## src/rtl/rtb_pkg.sv

```systemverilog
package rtb_pkg;
  localparam int CNT_W       = 16;
  localparam int GRAT_BITS   = 4;
  localparam int SYNC_BITS   = 3;
  localparam int LINE_BITS   = 7;
  localparam int LIDX_LSB    = 8;
  localparam int LIDX_W      = CNT_W - LIDX_LSB;
  localparam int HG_BITS     = 13;
  localparam int NUM_RD      = 3;
  localparam int HSYNC_TICKS = 1 << SYNC_BITS;
  localparam int LINE_TICKS  = 1 << LINE_BITS;
  localparam int VSYNC_TICKS = 1 << LIDX_LSB;
  localparam int SYNC_START  = LINE_TICKS - HSYNC_TICKS;

  typedef logic [CNT_W-1:0] cnt_t;

  typedef struct packed {
    logic              hs_n;
    logic              vs_n;
    logic              vg;
    logic [LIDX_W-1:0] lidx;
    logic [NUM_RD-1:0] stb;
  } dec_t;
endpackage

```

## src/rtl/rtb_counter.sv

```systemverilog
module rtb_counter
  import rtb_pkg::*;
(
  input  logic clk_i,
  input  logic rst_i,
  output cnt_t nxt_o
);
  cnt_t cnt_q;

  assign nxt_o = rst_i ? '0 : cnt_q + 1'b1;

  always_ff @(posedge clk_i) begin
    if (rst_i) cnt_q <= '0;
    else       cnt_q <= nxt_o;
  end
endmodule

```

## src/rtl/rtb_decode.sv

```systemverilog
module rtb_decode
  import rtb_pkg::*;
(
  input  logic                 clk_i,
  input  logic                 rst_i,
  input  logic [LIDX_W-1:0]    hi_i,
  input  logic [LINE_BITS-1:0] lo_i,
  output dec_t                 dec_o
);
  dec_t d_nxt, d_q;
  logic [NUM_RD-1:0] stb_nxt;

  // one strobe per read rate, rate r fires every 2**r ticks
  for (genvar r = 0; r < NUM_RD; r++) begin : g_rd
    if (r == 0) begin : g_full
      assign stb_nxt[r] = 1'b1;
    end else begin : g_div
      assign stb_nxt[r] = (lo_i[r-1:0] == '0);
    end
  end

  always_comb begin
    d_nxt.hs_n = ~(&lo_i[LINE_BITS-1:SYNC_BITS]);
    d_nxt.vs_n = ~(&hi_i);
    d_nxt.vg   = (lo_i[GRAT_BITS-1:0] == '0);
    d_nxt.lidx = hi_i;
    d_nxt.stb  = stb_nxt;
  end

  always_ff @(posedge clk_i) begin
    if (rst_i) begin
      d_q.hs_n <= 1'b1;
      d_q.vs_n <= 1'b1;
      d_q.vg   <= 1'b1;
      d_q.lidx <= '0;
      d_q.stb  <= '1;
    end else begin
      d_q <= d_nxt;
    end
  end

  assign dec_o = d_q;
endmodule

```

## src/rtl/rtb_hgrat.sv

```systemverilog
module rtb_hgrat
  import rtb_pkg::*;
#(
  parameter int HG_DELAY = 4096
) (
  input  logic               clk_i,
  input  logic               rst_i,
  input  logic [HG_BITS-1:0] k_i,
  output logic               hg_o
);
  localparam logic [HG_BITS-1:0] DLY_INIT = HG_BITS'(HG_DELAY);
  localparam logic [LINE_BITS-1:0] SMP_PH = LINE_BITS'(SYNC_START);

  logic [HG_BITS-1:0] dly_q;
  logic pend_q, hg_q;
  logic restart, sample, expire;

  assign restart = (k_i == '0);
  assign sample  = (k_i[LINE_BITS-1:0] == SMP_PH);
  assign expire  = !restart && (dly_q == HG_BITS'(1));

  always_ff @(posedge clk_i) begin
    if (rst_i) begin
      dly_q <= DLY_INIT;
    end else if (restart) begin
      dly_q <= DLY_INIT;
    end else if (dly_q != '0) begin
      dly_q <= dly_q - 1'b1;
    end
  end

  always_ff @(posedge clk_i) begin
    if (rst_i) begin
      pend_q <= 1'b0;
      hg_q   <= 1'b0;
    end else begin
      if (expire)      pend_q <= 1'b1;
      else if (sample) pend_q <= 1'b0;
      if (sample)      hg_q   <= pend_q;
    end
  end

  assign hg_o = hg_q;
endmodule

```

## src/rtl/raster_timebase.sv

```systemverilog
module raster_timebase
  import rtb_pkg::*;
#(
  parameter int HG_DELAY = 4096
) (
  input  logic              clk_i,
  input  logic              rst_i,
  output logic              hsync_n_o,
  output logic              vsync_n_o,
  output logic              vgrat_o,
  output logic              hgrat_o,
  output logic [LIDX_W-1:0] line_idx_o,
  output logic [NUM_RD-1:0] rd_stb_o
);
  cnt_t nxt;
  dec_t dec;

  rtb_counter u_cnt (
    .clk_i (clk_i),
    .rst_i (rst_i),
    .nxt_o (nxt)
  );

  rtb_decode u_dec (
    .clk_i (clk_i),
    .rst_i (rst_i),
    .hi_i  (nxt[CNT_W-1:LIDX_LSB]),
    .lo_i  (nxt[LINE_BITS-1:0]),
    .dec_o (dec)
  );

  rtb_hgrat #(.HG_DELAY(HG_DELAY)) u_hg (
    .clk_i (clk_i),
    .rst_i (rst_i),
    .k_i   (nxt[HG_BITS-1:0]),
    .hg_o  (hgrat_o)
  );

  assign hsync_n_o  = dec.hs_n;
  assign vsync_n_o  = dec.vs_n;
  assign vgrat_o    = dec.vg;
  assign line_idx_o = dec.lidx;
  assign rd_stb_o   = dec.stb;
endmodule

```

## config.mk

```make
export PLATFORM = sky130hd
export DESIGN_NAME = raster_timebase
export DESIGN_NICKNAME = d
export VERILOG_FILES = /design/src/rtl/rtb_pkg.sv /design/src/rtl/rtb_counter.sv /design/src/rtl/rtb_decode.sv /design/src/rtl/rtb_hgrat.sv /design/src/rtl/raster_timebase.sv
export SDC_FILE = /design/constraint.sdc
export NUM_CORES = 1
export LEC_CHECK = 0
export CAP_MARGIN = 20
export CORE_MARGIN = 2
export CORE_UTILIZATION = 25
export DETAILED_ROUTE_END_ITERATION = 10
export MAX_ROUTING_LAYER = met4
export PLACE_DENSITY_LB_ADDON = 0.05
export SYNTH_ARGS = -nofsm -noshare
export SYNTH_HDL_FRONTEND = slang
export SYNTH_SLANG_ARGS = --single-unit
```

## constraint.sdc

```tcl
create_clock -name clk_i -period 2.5 [get_ports clk_i]
set_input_delay 0.375 -clock clk_i [delete_from_list [all_inputs] [get_ports clk_i]]
set_output_delay 0.375 -clock clk_i [all_outputs]
set_load 0.02 [all_outputs]
```

==> flow_summary.yaml <==
detailed_routing:
  drc: 0
  drtIter0Drc: 59
  routedWlPerCell_um: 12.09
  num_vias: 1285
  firstDrtPassIters: 4
  ant_nets: 0
  routed_via_density: 4.541
  routed_wl_um: 3422
clocking:
  cts.htree.levels: 2
  cts_tree: "yes"
  clock-sinks: 36
  cts.repair.resized: 0
  cts.clk_slew.worst_paths_ns: 0.07
  postCtsSetupRepairBufs: 0
  cts_buffers: 5
  cts_hold_buffers: 0
  clockBufferDepth: 2
  insertion_delay_ns: 0.28
  clockRootBuffer: "clkbuf_8"
sta:
  worst_pin_slew_ns: 0.5653
  finClkSkew_ns: 0.01013
  grt_setup_unrepaired: "no"
  fin_ws_ns: 0.3234
  finalCritPeriodShare: 0.8706
  clock.fmax_mhz: 459.4
  fin_setup_tns_ns: 0
  maxSlewHeadroom: 0.6203
  hold_viol: 0
  setup_viol: 0
  finalMaxSlewViolations: 0
  period_needed_ns: 2.177
worst_hold_path:
  min_path_type: "reg -> reg"
  whs_path_depth: 2
yosys:
  ys.flop_type: "dfxtp_1"
  synth_area_sq_um: 1719
  avgSynthCellArea_sq_um: 9.001
  synth_cell_types: 41
  yosysWarningCount: 0
  synth_async_sr_flop_share: 0
  synth_nets: 196
  ys_ff_latch: 36
  synth_edf_count: 0
  synth_cells: 191
  yosysSeqAreaShare: 0.4192
die:
  initial_core_util: 0.2559
  ioPinCount: 17
  dieArea_sq_um: 7556
  die_w_um: 86.93
  row_count: 30
  core_sq_um: 6719
  die_h_um: 86.93
critical_path:
  crit_type: "reg -> reg"
  crit_path_start_kind: "register"
  path_cells: "ha_1 > xnor2_2 > a31o_1 > inv_1 > or3_4 > nor4_4 > buf_4 > o21ai_0"
  endpoint_kind: "register"
  r2r_setup_slack_ns: 0.32
  critPathRequiredTime_ns: 2.67
  path_max_fanout: 14
  ff2ff_path_depth: 8
  crit_slowest_cell: "dfxtp_1"
  critPathMaxStageDelay_ns: 0.42
  worst_ep_arrival_time_ns: 2.35
layout:
  finalInstanceArea_sq_um: 1968
  fillers: 688
  antenna_cells: 0
  finalNetCount: 208
  multiInputGateArea_sq_um: 859.6
  synthToLayoutAreaGrowth_pct: 14.48
  drive_gt1_frac: 0.09852
  regArea_sq_um: 720.7
run_status:
  status: "finished, final reports clean"
placed_design:
  place_ws_ns: 0.2748
  port_buffers: 15
  place.gp.congestion: 0.7647
  placed_cell_area_sq_um: 1891
  hpwl_um: 2512
global_routing:
  grt_overflow: 0
  antenna_found_initial: 0
  grt_max_degree: 16
  grt_use_total: 0.1045
  grt_pass1_wl_um: 5920
  grt_pass1_vias: 1238
run:
  maxCapViolCount: 0
power_and_ir_drop:
  p_leak_uw: 0.0007397
  peakVddDrop_mv: 0.4210
  power_density_nw_per_um2: 821.9
[flip-flops by register name, summed over array words and instances, names as in the netlist]
signal	count
u_cnt.cnt_q	16
u_hg.pend_q	1
u_dec.dec_o	5
u_hg.dly_q	13
u_hg.hg_o	1
[per-stage QoR]
stage	util	hold WS [ns]	power [uW]	instances
2_1_floorplan	-	0.4498	1148	191
3_3_place_gp	0.2814	0.4649	1232	276
3_5_place_dp	0.2814	0.4698	1242	276
4_1_cts	0.2929	0.4807	1645	283
5_1_grt	0.2929	0.5219	1754	283
6_report	0.2929	0.4866	1618	283
[cells by family after synthesis]
logic type / after synthesis / share of synthesized area
AND/OR/NAND/NOR: 89 / 0.2773
flip-flops: 36 / 0.4192
XOR/XNOR: 22 / 0.1164
buffers and inverters: 21 / 0.08078
AO/OA/AOI/OAI: 16 / 0.06405
adder cells (fa/ha/maj): 3 / 0.02184
multiplexers: 3 / 0.01820
other: 1 / 0.002181
[final cells by class]
cell class                      count  area share
Multi-Input combinational cell    134      0.4367
Sequential cell                    36      0.3662
Timing Repair Buffer               20     0.09536
Tap cell                           80     0.05086
Clock buffer                        6     0.03687
Inverter                            6     0.01144
Clock inverter                      1    0.002543
[Yosys cell counts, drive strengths merged (2+ instances only)]
library cell / n / area share
nor2b: 3 / 0.011
xnor2: 12 / 0.066
ha: 3 / 0.022
mux2i: 2 / 0.012
nand4: 7 / 0.025
nor4: 3 / 0.020
nand2: 7 / 0.015
nand3b: 2 / 0.0087
o31ai: 3 / 0.013
nor2: 31 / 0.072
nand3: 11 / 0.032
clkbuf: 3 / 0.0087
a31o: 2 / 0.010
nand2b: 2 / 0.0073
a21oi: 4 / 0.012
xor2: 10 / 0.051
buf: 12 / 0.059
nor3: 11 / 0.035
or3: 4 / 0.017
and3: 4 / 0.015
inv: 6 / 0.013
o21ai: 3 / 0.0087
dfxtp: 36 / 0.42
[worst paths after layout]
check                              from                    endpoint
min reg2reg  u_hg.dly_q[4]$_SDFFE_PP0P_  u_hg.dly_q[4]$_SDFFE_PP0P_
max           u_cnt.cnt_q[1]$_SDFF_PP0_    u_hg.pend_q$_SDFFE_PP0P_
min          u_hg.dly_q[4]$_SDFFE_PP0P_  u_hg.dly_q[4]$_SDFFE_PP0P_
max reg2reg   u_cnt.cnt_q[1]$_SDFF_PP0_    u_hg.pend_q$_SDFFE_PP0P_
[placed cells by master (no fill, tap or decap), types with 5 or more instances in the layout]
cell,synthesis,layout
dfxtp_1,36,36
nor2_1,30,30
clkdlybuf4s50_1,0,15
nand3_1,11,11
xnor2_1,11,11
nor3_1,10,10
xor2_1,10,10
nand4_1,7,7
nand2_1,7,7
inv_1,6,6
clkbuf_8,0,5
buf_4,9,5
[layer usage]
layer  part of all wire  global-route usage  up-vias
met5                  0                   -        -
met4              0.020             0.05114        0
met3              0.037             0.02938        7
met2               0.47              0.1568       20
met1               0.47              0.1286      588
li1                   -                   -      670
[critical path: cells and delay by family (launching register included)]
| family | cells | cell delay, ns |
|---|---|---|
| adders and majority gates | 1 | 0.30 |
| DFF | 1 | 0.42 |
| and+or+nand+nor | 2 | 0.63 |
| buffers and inverters | 2 | 0.29 |
| AOI/OAI and AO/OA | 2 | 0.28 |
| xor gates and xnor gates | 1 | 0.15 |
[where the power goes]
part / internal (uW) / switching [uW] / leakage (uW)
clock: 190 / 200 / 0.0000410
combinational: 218 / 263 / 0.000404
sequential: 665 / 82.5 / 0.000294
total: 1070 / 546 / 0.000740
(Power assumes the default switching activity.)
